==> config.mk <==
export PLATFORM = sky130hd
export DESIGN_NAME = vlan_tbl_engine
export DESIGN_NICKNAME = d
export VERILOG_FILES = /design/src/rtl/vlan_tbl_pkg.sv /design/src/rtl/vlan_tbl_store.sv /design/src/rtl/vlan_tbl_stu.sv /design/src/rtl/vlan_tbl_engine.sv
export SDC_FILE = /design/constraint.sdc
export NUM_CORES = 1
export LEC_CHECK = 0
export ABC_CLOCK_PERIOD_IN_PS = 6100
export CORE_ASPECT_RATIO = 1.5
export CORE_MARGIN = 2
export CORE_UTILIZATION = 65
export DETAILED_ROUTE_END_ITERATION = 8
export DONT_BUFFER_PORTS = 1
export PLACE_DENSITY = 0.87
export SLEW_MARGIN = 5
export SYNTH_ARGS = -nofsm -noshare
export SYNTH_HDL_FRONTEND = slang
export SYNTH_SLANG_ARGS = --single-unit
==> constraint.sdc <==
create_clock -name clk -period 6.1 [get_ports clk]
set_input_delay 0.305 -clock clk [delete_from_list [all_inputs] [get_ports clk]]
set_output_delay 0.305 -clock clk [all_outputs]
set_load 0.02 [all_outputs]
==> src/rtl/vlan_tbl_pkg.sv <==
package vlan_tbl_pkg;
  localparam int REG_AW = 4;
  localparam int REG_DW = 16;
  localparam int VID_W  = 12;
  localparam int FID_W  = 12;
  localparam int SID_W  = 6;
  localparam int CODE_W = 2;

  localparam logic [REG_AW-1:0] A_FID = 4'h2;
  localparam logic [REG_AW-1:0] A_SID = 4'h3;
  localparam logic [REG_AW-1:0] A_OP  = 4'h5;
  localparam logic [REG_AW-1:0] A_VID = 4'h6;
  localparam logic [REG_AW-1:0] A_DLO = 4'h7;
  localparam logic [REG_AW-1:0] A_DHI = 4'h8;
  localparam logic [REG_AW-1:0] A_DX  = 4'h9;

  localparam logic [2:0] OPC_FLUSH = 3'd1;
  localparam logic [2:0] OPC_LOAD  = 3'd3;
  localparam logic [2:0] OPC_NEXT  = 3'd4;
  localparam logic [2:0] OPC_STU   = 3'd5;

  typedef enum logic [1:0] {ST_IDLE, ST_SCAN, ST_DONE} eng_state_t;
endpackage

==> src/rtl/vlan_tbl_store.sv <==
module vlan_tbl_store #(
  parameter int DEPTH = 16,
  parameter int WIDTH = 44,
  localparam int IW = $clog2(DEPTH)
) (
  input  logic             clk,
  input  logic             rst,
  input  logic [IW-1:0]    rd_idx,
  output logic [WIDTH-1:0] rd_data,
  input  logic             wr_en,
  input  logic [IW-1:0]    wr_idx,
  input  logic [WIDTH-1:0] wr_data,
  input  logic             clr_en,
  input  logic [IW-1:0]    clr_idx,
  input  logic             flush,
  output logic [DEPTH-1:0] valid_vec
);
  // payload array: no reset, synchronous read -> block RAM friendly
  logic [WIDTH-1:0] mem [DEPTH];

  always_ff @(posedge clk) begin
    if (wr_en) mem[wr_idx] <= wr_data;
    rd_data <= mem[rd_idx];
  end

  always_ff @(posedge clk) begin
    if (rst || flush) begin
      valid_vec <= '0;
    end else begin
      if (wr_en)  valid_vec[wr_idx]  <= 1'b1;
      if (clr_en) valid_vec[clr_idx] <= 1'b0;
    end
  end
endmodule

==> src/rtl/vlan_tbl_stu.sv <==
module vlan_tbl_stu #(
  parameter int IDW = 6,
  localparam int N = 1 << IDW
) (
  input  logic           clk,
  input  logic           rst,
  input  logic           wr_en,
  input  logic [IDW-1:0] wr_idx,
  input  logic           wr_val,
  output logic [N-1:0]   valid_vec
);
  always_ff @(posedge clk) begin
    if (rst)        valid_vec <= '0;
    else if (wr_en) valid_vec[wr_idx] <= wr_val;
  end
endmodule

==> src/rtl/vlan_tbl_engine.sv <==
module vlan_tbl_engine
  import vlan_tbl_pkg::*;
#(
  parameter int ENTRIES = 16,
  parameter int PORTS   = 7
) (
  input  logic              clk,
  input  logic              rst,
  input  logic              wr_en,
  input  logic [REG_AW-1:0] addr,
  input  logic [REG_DW-1:0] wdata,
  output logic [REG_DW-1:0] rdata
);
  localparam int IDX_W = $clog2(ENTRIES);
  localparam int CNT_W = IDX_W + 1;
  localparam int MEM_W = PORTS * CODE_W;
  localparam int P_FID = VID_W;
  localparam int P_SID = VID_W + FID_W;
  localparam int P_MEM = VID_W + FID_W + SID_W;
  localparam int PAY_W = P_MEM + MEM_W;
  localparam int VLD_B = VID_W;

  eng_state_t        state_q;
  logic [VID_W-1:0]  vid_q;
  logic              vld_q;
  logic [FID_W-1:0]  fid_q;
  logic [SID_W-1:0]  sid_q;
  logic [MEM_W-1:0]  mem_q;
  logic [2:0]        opcode_q;
  logic              full_q;
  logic [CNT_W-1:0]  cnt_q;
  logic              match_found_q, free_found_q, best_found_q;
  logic [IDX_W-1:0]  match_idx_q, free_idx_q;
  logic [PAY_W-1:0]  best_q;

  logic              busy, scanning;
  logic [PAY_W-1:0]  rd_data;
  logic [ENTRIES-1:0] valid_vec;
  logic [(1<<SID_W)-1:0] stu_vec;

  assign busy     = (state_q != ST_IDLE);
  assign scanning = (state_q == ST_SCAN);

  // scan pipeline: cycle c reads slot c, evaluates slot c-1
  logic [IDX_W-1:0] ev_idx;
  logic             ev_on, ev_valid, ev_stu_ok, next_hit;
  logic [VID_W-1:0] ev_vid;
  logic [SID_W-1:0] ev_sid;

  assign ev_idx    = IDX_W'(cnt_q - 1'b1);
  assign ev_on     = scanning && (cnt_q != '0);
  assign ev_valid  = valid_vec[ev_idx];
  assign ev_vid    = rd_data[VID_W-1:0];
  assign ev_sid    = rd_data[P_SID +: SID_W];
  assign ev_stu_ok = stu_vec[ev_sid];
  assign next_hit  = ev_on && ev_valid && ev_stu_ok
                   && ((vid_q == '1) || (ev_vid > vid_q))
                   && (!best_found_q || (ev_vid < best_q[VID_W-1:0]));

  // table side effects, all issued in the completion cycle
  logic             done_cyc;
  logic             st_wr, st_clr, st_flush, stu_wr;
  logic [IDX_W-1:0] st_wr_idx;

  assign done_cyc  = (state_q == ST_DONE);
  assign st_wr     = done_cyc && (opcode_q == OPC_LOAD) && vld_q
                   && (match_found_q || free_found_q);
  assign st_wr_idx = match_found_q ? match_idx_q : free_idx_q;
  assign st_clr    = done_cyc && (opcode_q == OPC_LOAD) && !vld_q && match_found_q;
  assign st_flush  = done_cyc && (opcode_q == OPC_FLUSH);
  assign stu_wr    = done_cyc && (opcode_q == OPC_STU);

  vlan_tbl_store #(.DEPTH(ENTRIES), .WIDTH(PAY_W)) u_store (
    .clk(clk), .rst(rst),
    .rd_idx(cnt_q[IDX_W-1:0]), .rd_data(rd_data),
    .wr_en(st_wr), .wr_idx(st_wr_idx), .wr_data({mem_q, sid_q, fid_q, vid_q}),
    .clr_en(st_clr), .clr_idx(match_idx_q),
    .flush(st_flush), .valid_vec(valid_vec)
  );

  vlan_tbl_stu #(.IDW(SID_W)) u_stu (
    .clk(clk), .rst(rst),
    .wr_en(stu_wr), .wr_idx(vid_q[SID_W-1:0]), .wr_val(vld_q),
    .valid_vec(stu_vec)
  );

  always_ff @(posedge clk) begin
    if (rst) begin
      state_q       <= ST_IDLE;
      vid_q         <= '0;
      vld_q         <= 1'b0;
      fid_q         <= '0;
      sid_q         <= '0;
      mem_q         <= '0;
      opcode_q      <= '0;
      full_q        <= 1'b0;
      cnt_q         <= '0;
      match_found_q <= 1'b0;
      free_found_q  <= 1'b0;
      best_found_q  <= 1'b0;
      match_idx_q   <= '0;
      free_idx_q    <= '0;
      best_q        <= '0;
    end else begin
      case (state_q)
        ST_IDLE: begin
          if (wr_en) begin
            case (addr)
              A_FID: fid_q <= wdata[FID_W-1:0];
              A_SID: sid_q <= wdata[SID_W-1:0];
              A_VID: begin
                vid_q <= wdata[VID_W-1:0];
                vld_q <= wdata[VLD_B];
              end
              A_DLO: for (int p = 0; p < PORTS; p++)
                       if (p < 4) mem_q[p*CODE_W +: CODE_W] <= wdata[(p%4)*4 +: CODE_W];
              A_DHI: for (int p = 0; p < PORTS; p++)
                       if (p >= 4) mem_q[p*CODE_W +: CODE_W] <= wdata[(p%4)*4 +: CODE_W];
              A_OP: begin
                opcode_q <= wdata[14:12];
                if (wdata[8]) full_q <= 1'b0;
                if (wdata[15]) begin
                  cnt_q         <= '0;
                  match_found_q <= 1'b0;
                  free_found_q  <= 1'b0;
                  best_found_q  <= 1'b0;
                  state_q <= (wdata[14:12] == OPC_LOAD || wdata[14:12] == OPC_NEXT)
                             ? ST_SCAN : ST_DONE;
                end
              end
              default: ;
            endcase
          end
        end
        ST_SCAN: begin
          cnt_q <= cnt_q + 1'b1;
          if (ev_on && opcode_q == OPC_LOAD) begin
            if (ev_valid && ev_vid == vid_q && !match_found_q) begin
              match_found_q <= 1'b1;
              match_idx_q   <= ev_idx;
            end
            if (!ev_valid && !free_found_q) begin
              free_found_q <= 1'b1;
              free_idx_q   <= ev_idx;
            end
          end
          if (opcode_q == OPC_NEXT && next_hit) begin
            best_found_q <= 1'b1;
            best_q       <= rd_data;
          end
          if (cnt_q == CNT_W'(ENTRIES)) state_q <= ST_DONE;
        end
        ST_DONE: begin
          if (opcode_q == OPC_LOAD && vld_q && !match_found_q && !free_found_q)
            full_q <= 1'b1;
          if (opcode_q == OPC_NEXT) begin
            if (best_found_q) begin
              vid_q <= best_q[VID_W-1:0];
              vld_q <= 1'b1;
              fid_q <= best_q[P_FID +: FID_W];
              sid_q <= best_q[P_SID +: SID_W];
              mem_q <= best_q[P_MEM +: MEM_W];
            end else begin
              vid_q <= '1;
              vld_q <= 1'b0;
            end
          end
          state_q <= ST_IDLE;
        end
        default: state_q <= ST_IDLE;
      endcase
    end
  end

  logic [REG_DW-1:0] rd_mux;
  always_comb begin
    rd_mux = '0;
    case (addr)
      A_FID: rd_mux[FID_W-1:0] = fid_q;
      A_SID: rd_mux[SID_W-1:0] = sid_q;
      A_OP:  rd_mux = {busy, opcode_q, 3'b000, full_q, 8'h00};
      A_VID: rd_mux[VLD_B:0] = {vld_q, vid_q};
      A_DLO: for (int p = 0; p < PORTS; p++)
               if (p < 4) rd_mux[(p%4)*4 +: CODE_W] = mem_q[p*CODE_W +: CODE_W];
      A_DHI: for (int p = 0; p < PORTS; p++)
               if (p >= 4) rd_mux[(p%4)*4 +: CODE_W] = mem_q[p*CODE_W +: CODE_W];
      default: rd_mux = '0;
    endcase
  end

  always_ff @(posedge clk) begin
    if (rst) rdata <= '0;
    else     rdata <= rd_mux;
  end
endmodule

==> run metrics, run 1 <==
status=finished clean; Setup TNS=0 ns; largest net degree at the start of global routing=219; Synth warnings=0; Filler cells=3,240; register area share after synthesis=0.692; cells after synthesis=2,227; syn nets=2,276; endpoints failing setup=0; Leakage=12.8 nW; die area=60,100 um^2; Netlist Area Pre-Place=37,800 um^2; share of cells above drive strength 1=0.222; CP Max Fanout=27; final core utilization=0.717; WP buf/inv=2; Unique masters post-synth=67; Max Fclk=230 MHz; max-cap violations=0; Slew Viols, Final=0; Worst R2R Path Depth=10; crit path time final=4.35 ns; Root Driver=clkbuf_16; Starting Density=0.655; crit-path max cell delay=0.88 ns; vias in the first global route=21,800; Tot Pwr=12.4 mW; Place WS=2.06 ns; Post-DRT Antenna Nets=0; CP endpoint kind=register; Setup crit start kind=register; Clock Latency Late Sink=0.65 ns; Post-synth EDFFs=704; postcts setup bufs=0; CTS tree=yes; FF+latch count, synth=955; grt total ovfl=0; ys flop type=edfxtp_1; Power Dens Cells=300 nW/um^2; CP required=6.63 ns; Die Ht=299 um; Critical Path AT=4.88 ns; Final #Nets=2,261; CTS Buffer Depth=3; final period utilization=0.712; Row Count=108; # diodes=0; critical path class=register to register; TritonCTS Buffers=80; slew margin rel.=0.0849; FFs w/ async S/R, synth=0; DRT Wirelength=94,400 um; P&R area growth vs syn=9.44%; I/O Buffers=0; hpwl dp=50,000 um; Worst-path clk slew=0.07 ns; I/O pin count=39; placed cell area=38,500 um^2; drt pass-1 iters=9; WP depth=10; final hold vios=0; number of antenna violations at the first check in global routing=2; unrepaired setup endpoints after global routing=false; Core Area=57,700 um^2; Avg Vias per Cell=7.02; DR DRC count=0; H-Tree Depth=3; VDD IR-drop max=0.000227 V; Syn Area/Cell=17.0 um^2; crit path max-delay cell type=dfxtp_1; crit-path cells=inv_1, ha_1, and4_1, nand2_1, or2b_2, o311ai_0, nor3b_2, nor2b_4, buf_12, mux2i_1; starting DRC count in detailed routing=3,000; RD Place Congestion=0.925; worst hold path depth=4; Via Count=21,400; Worst Skew=0.0314 ns; Die Wd=201 um; Clock Sinks=955; flop2flop setup slack=1.75 ns; Worst Tran Pin Value=1.37 ns; worst setup margin=1.75 ns; drt wl/cell=31.0 um; first-pass GRT wire length=140,000 um; CP top delay family=simple AND/OR/NAND/NOR gates; Overall Global Routing Usage=0.319; Min-Delay Path Class=input pin to register; fin area=41,400 um^2
-- path summary, 6_finish.rpt --
path | startpoint | to
max | vid_q[4]$_SDFFE_PP0P_ | best_q[21]$_SDFFE_PP0P_
min | wdata[8] | vid_q[8]$_SDFFE_PP0P_
max reg2reg | vid_q[4]$_SDFFE_PP0P_ | best_q[21]$_SDFFE_PP0P_
min reg2reg | u_store.rd_data[37]$_DFF_P_ | best_q[37]$_SDFFE_PP0P_
-- report_power, final --
group          internal (mW)  leakage, nW  switching (mW)  total (mW)
Clock                   2.98         1.33            2.33        5.31
Combinational         0.0427         2.95          0.0856       0.128
Sequential              6.92         8.51          0.0406        6.96
Total                   9.94         12.8            2.46        12.4
-- layer usage --
metal,track usage,vias up,routed length (um)
li1,-,8629,-
met1,0.398,10700,31000
met2,0.522,1616,46700
met3,0.0710,400,11000
met4,0.181,4,5720
met5,0,-,29
-- registers in the layout (all words and copies together), names as in the netlist, 2 cells and up --
| name | cells |
|---|---|
| u_store.mem | 704 |
| u_stu.valid_vec | 64 |
| best_q | 44 |
| u_store.rd_data | 44 |
| rdata | 16 |
| u_store.valid_vec | 16 |
| mem_q | 14 |
| fid_q | 12 |
| vid_q | 12 |
| sid_q | 6 |
| cnt_q | 5 |
| free_idx_q | 4 |
| match_idx_q | 4 |
| opcode_q | 3 |
| state_q | 2 |
-- cell usage after synthesis, drive strengths merged, types with 31 or more instances --
cell type  number  area, um^2
edfxtp        704       21100
a21oi         102         510
a211oi         37         278
nor2          218         818
mux4          241        5450
mux2i          90         901
inv            37         139
dfxtp         251        5020
buf            31         249
o21ai          58         290
clkbuf        111         420
or2b           74         637
nand2          71         267
-- cell type report --
type,instances,area [um^2],share of cell area
timing repair buffer,45,438,0.0106
inverter,37,139,0.00336
clock buffer,102,2220,0.0538
sequential,955,26200,0.633
tap,770,963,0.0233
multi-input combinational,1093,11000,0.265
clock inverter,45,467,0.0113
-- per-stage QoR --
| stage | std cells | hold slack (ns) |
|---|---|---|
| after floorplan | 2227 | 0.438 |
| after global placement | 2882 | 0.445 |
| after detailed placement | 2882 | 0.447 |
| after CTS | 3047 | 0.000816 |
| after global routing | 3047 | 0.0181 |
| final | 3047 | 0.0258 |
-- placed cells by master, fill, tap and decap left out, types with 17 or more instances in the layout --
| cell type | netlist | layout |
|---|---|---|
| buf_4 | 0 | 24 |
| nand2b_1 | 21 | 21 |
| clkinv_2 | 0 | 18 |
| or2b_2 | 65 | 65 |
| inv_1 | 37 | 37 |
| dfxtp_1 | 251 | 246 |
| a21oi_1 | 102 | 101 |
| ha_1 | 26 | 26 |
| mux2i_1 | 90 | 90 |
| clkbuf_16 | 0 | 84 |
| nand3_1 | 27 | 27 |
| nand2_1 | 71 | 71 |
| edfxtp_1 | 704 | 704 |
| mux4_2 | 234 | 234 |
| o21ai_0 | 52 | 52 |
| dlygate4sd3_1 | 0 | 17 |
| nor2_1 | 218 | 202 |
| a211oi_1 | 37 | 37 |
-- cells by family (layout without fill, tap and decap cells) --
kind of cell,count (synthesis),after routing,share of synthesized area
xor gates and xnor gates,5,5,0.00116
muxes,332,332,0.168
and+or+nand+nor,470,470,0.0642
adders and majority gates,26,26,0.00861
DFF,955,955,0.692
AOI/OAI and AO/OA,260,260,0.0441
buffers and inverters,179,229,0.0214
-- worst register-to-register path, delay by kind of cell (launching register included) --
| family | cells | cell delay (ns) |
|---|---|---|
| AOI/OAI and AO/OA | 1 | 0.35 |
| buffers and inverters | 2 | 0.60 |
| adders and majority gates | 1 | 0.34 |
| DFF | 1 | 0.88 |
| muxes | 1 | 0.34 |
| and+or+nand+nor | 5 | 1.74 |
-- repair_timing --
action / 4_1_cts / 5_1_grt
hold buffers: 18 / 0
resized for setup: 0 / 0
hold endpoints to repair: 178 / 0
(Power assumes the default switching activity.)
==> run 2, diff against run 1 <==
--- a/config.mk
+++ b/config.mk
@@ -5,13 +5,13 @@
 export SDC_FILE = /design/constraint.sdc
 export NUM_CORES = 1
 export LEC_CHECK = 0
-export ABC_CLOCK_PERIOD_IN_PS = 6100
+export ABC_CLOCK_PERIOD_IN_PS = 4250
 export CORE_ASPECT_RATIO = 1.5
 export CORE_MARGIN = 2
-export CORE_UTILIZATION = 65
+export CORE_UTILIZATION = 63
 export DETAILED_ROUTE_END_ITERATION = 8
 export DONT_BUFFER_PORTS = 1
-export PLACE_DENSITY = 0.87
+export PLACE_DENSITY = 0.85
 export SLEW_MARGIN = 5
 export SYNTH_ARGS = -nofsm -noshare
 export SYNTH_HDL_FRONTEND = slang
==> constraint.sdc (replaced) <==
create_clock -name clk -period 4.25 [get_ports clk]
set_input_delay 0.2125 -clock clk [delete_from_list [all_inputs] [get_ports clk]]
set_output_delay 0.2125 -clock clk [all_outputs]
set_load 0.02 [all_outputs]
==> run metrics, run 2 (synthesis gave the netlist of run 1 again) <==
status=finished clean; WL met3=10,200 um (-7.8%); Via Count=21,800 (+1.8%); commonest non-fill, non-tap cells in the layout=704 x edfxtp_1, 246 x dfxtp_1, 234 x mux4_2; worst hold path depth=2 (-2); starting DRC count in detailed routing=2,968 (-1.1%); Worst Skew=0.0260 ns (-0.00543 ns); Max Fclk=265 MHz (+15%); final period utilization=0.888 (+0.176); final hold vios=0 (unchanged); wl on met1=32,600 um (+5.3%); Starting Density=0.633 (-0.0223); share of cells above drive strength 1=0.227 (+0.00549); commonest non-fill, non-tap cell in the layout=edfxtp_1; Clock Sinks=955 (unchanged); Worst Tran Pin Value=1.43 ns (+0.0547 ns); CP endpoint kind=register; Row Count=110 (+1.9%); max-cap violations=0 (unchanged); RD Place Congestion=0.890 (-3.8%); Die Ht=304 um (+1.6%); largest net degree at the start of global routing=223 (+1.8%); CTS tree=yes; Min-Delay Path Class=input pin to register; Worst-path clk slew=0.07 ns (about the same); slew margin rel.=0.0484 (-0.0365); metal2 WL=48,200 um (+3.3%); DRT Wirelength=97,100 um (+2.9%); Final #Nets=2,293 (+1.4%); Biggest register=u_store.mem; critical path class=register to register; vias in the first global route=22,100 (+1.2%); Clock Latency Late Sink=0.63 ns (-0.02 ns); CP Max Fanout=119 (+340%); TritonCTS Buffers=81 (+1.3%); Filler cells=3,401 (+5.0%); Overall Global Routing Usage=0.319 (about the same); Largest regs=u_store.mem x704, u_stu.valid_vec x64; Slew Viols, Final=0 (unchanged); H-Tree Depth=3 (unchanged); Avg Vias per Cell=7.02 (about the same); Core Area=59,700 um^2 (+3.5%); Hold WS=0.0252 ns (-0.000650 ns); drt pass-1 iters=9 (unchanged); Power Dens Cells=428 nW/um^2 (+43%); I/O Buffers=0 (unchanged); drt wl/cell=31.3 um (+1.0%); DR DRC count=0 (unchanged); Setup crit start kind=register; grt total ovfl=0 (unchanged); CTS Buffer Depth=3 (unchanged); number of flip-flops under the largest register name=704 (unchanged); die area=62,000 um^2 (+3.1%); Post-CTS Resized=0 (unchanged); unrepaired setup endpoints after global routing=false; CP required=4.77 ns (-1.86 ns); Setup TNS=0 ns (unchanged); Critical Path AT=4.30 ns (-0.58 ns); Top Metal Used=met5; first-pass GRT wire length=143,000 um (+2.5%); hpwl dp=51,300 um (+2.5%); VDD IR-drop max=0.000281 V (+24%); Worst R2R Path Depth=8 (-2); Leakage=13.1 nW (+2.7%); Post-DRT Antenna Nets=0 (unchanged); I/O pin count=39 (unchanged); crit path time final=3.77 ns (-0.571 ns); P&R area growth vs syn=10.6%; Die Wd=204 um (+1.5%); number of antenna violations at the first check in global routing=4 (+2); Root Driver=clkbuf_16; endpoints failing setup=0 (unchanged)
[run 2: critical path, cell delays in order, from the launching register on]
cell     delay (ns)
dfxtp_4        0.37
buf_12         0.64
mux4_2         0.37
mux4_2         0.36
nand4_2        0.13
nor3b_2        0.22
nor2b_4        0.79
buf_4          0.43
mux2i_1        0.29
[run 2: layout make-up]
class | count | area [um^2] | area share
tap | 784 | 981 | 0.0235
inverter | 37 | 139 | 0.00332
timing repair buffer | 76 | 798 | 0.0191
clock inverter | 33 | 409 | 0.00979
multi-input combinational | 1093 | 11000 | 0.262
clock buffer | 116 | 2310 | 0.0553
sequential | 955 | 26200 | 0.626
antenna | 9 | 22.5 | 0.000539
[run 2: stage by stage]
stage / area (um^2) / utilization / total power, mW / instances / setup slack, ns
2_1_floorplan: 37800 / - / 10.3 / 2227 / 0.364
3_3_place_gp: 38800 / 0.650 / 10.3 / 2921 / 0.676
3_5_place_dp: 38800 / 0.650 / 10.3 / 2921 / 0.521
4_1_cts: 41800 / 0.699 / 17.9 / 3094 / 0.469
5_1_grt: 41800 / 0.700 / 18.2 / 3096 / 0.297
6_report: 41800 / 0.700 / 17.9 / 3103 / 0.475
[run 2: repair_timing]
action / in CTS / in global routing
setup buffers: 0 / 0
endpoints found under the hold margin: 191 / 0
hold buffers: 24 / 0
[run 2: path summary, 6_finish.rpt]
path / start / slack, ns / end
worst max-delay path: cnt_q[0]$_SDFFE_PP0P_ / 0.48 / best_q[36]$_SDFFE_PP0P_
worst min-delay path: rst / 0.03 / vid_q[4]$_SDFFE_PP0P_
worst max register to register: cnt_q[0]$_SDFFE_PP0P_ / 0.48 / best_q[36]$_SDFFE_PP0P_
worst min register to register: u_store.rd_data[12]$_DFF_P_ / 0.47 / best_q[12]$_SDFFE_PP0P_
[run 2: report_power, final]
part / internal, mW / total, mW / leakage (nW) / switching, mW
registers: 9.93 / 9.98 / 8.69 / 0.0472
logic: 0.0666 / 0.198 / 3.11 / 0.132
clock network: 4.35 / 7.71 / 1.34 / 3.35
total: 14.3 / 17.9 / 13.1 / 3.53
[run 2: per-layer routing]
metal  vias up  global-route usage
met2      1586               0.519
met4         2               0.180
met5         -                   0
met1     11100               0.397
met3       404              0.0708
li1       8717                   -
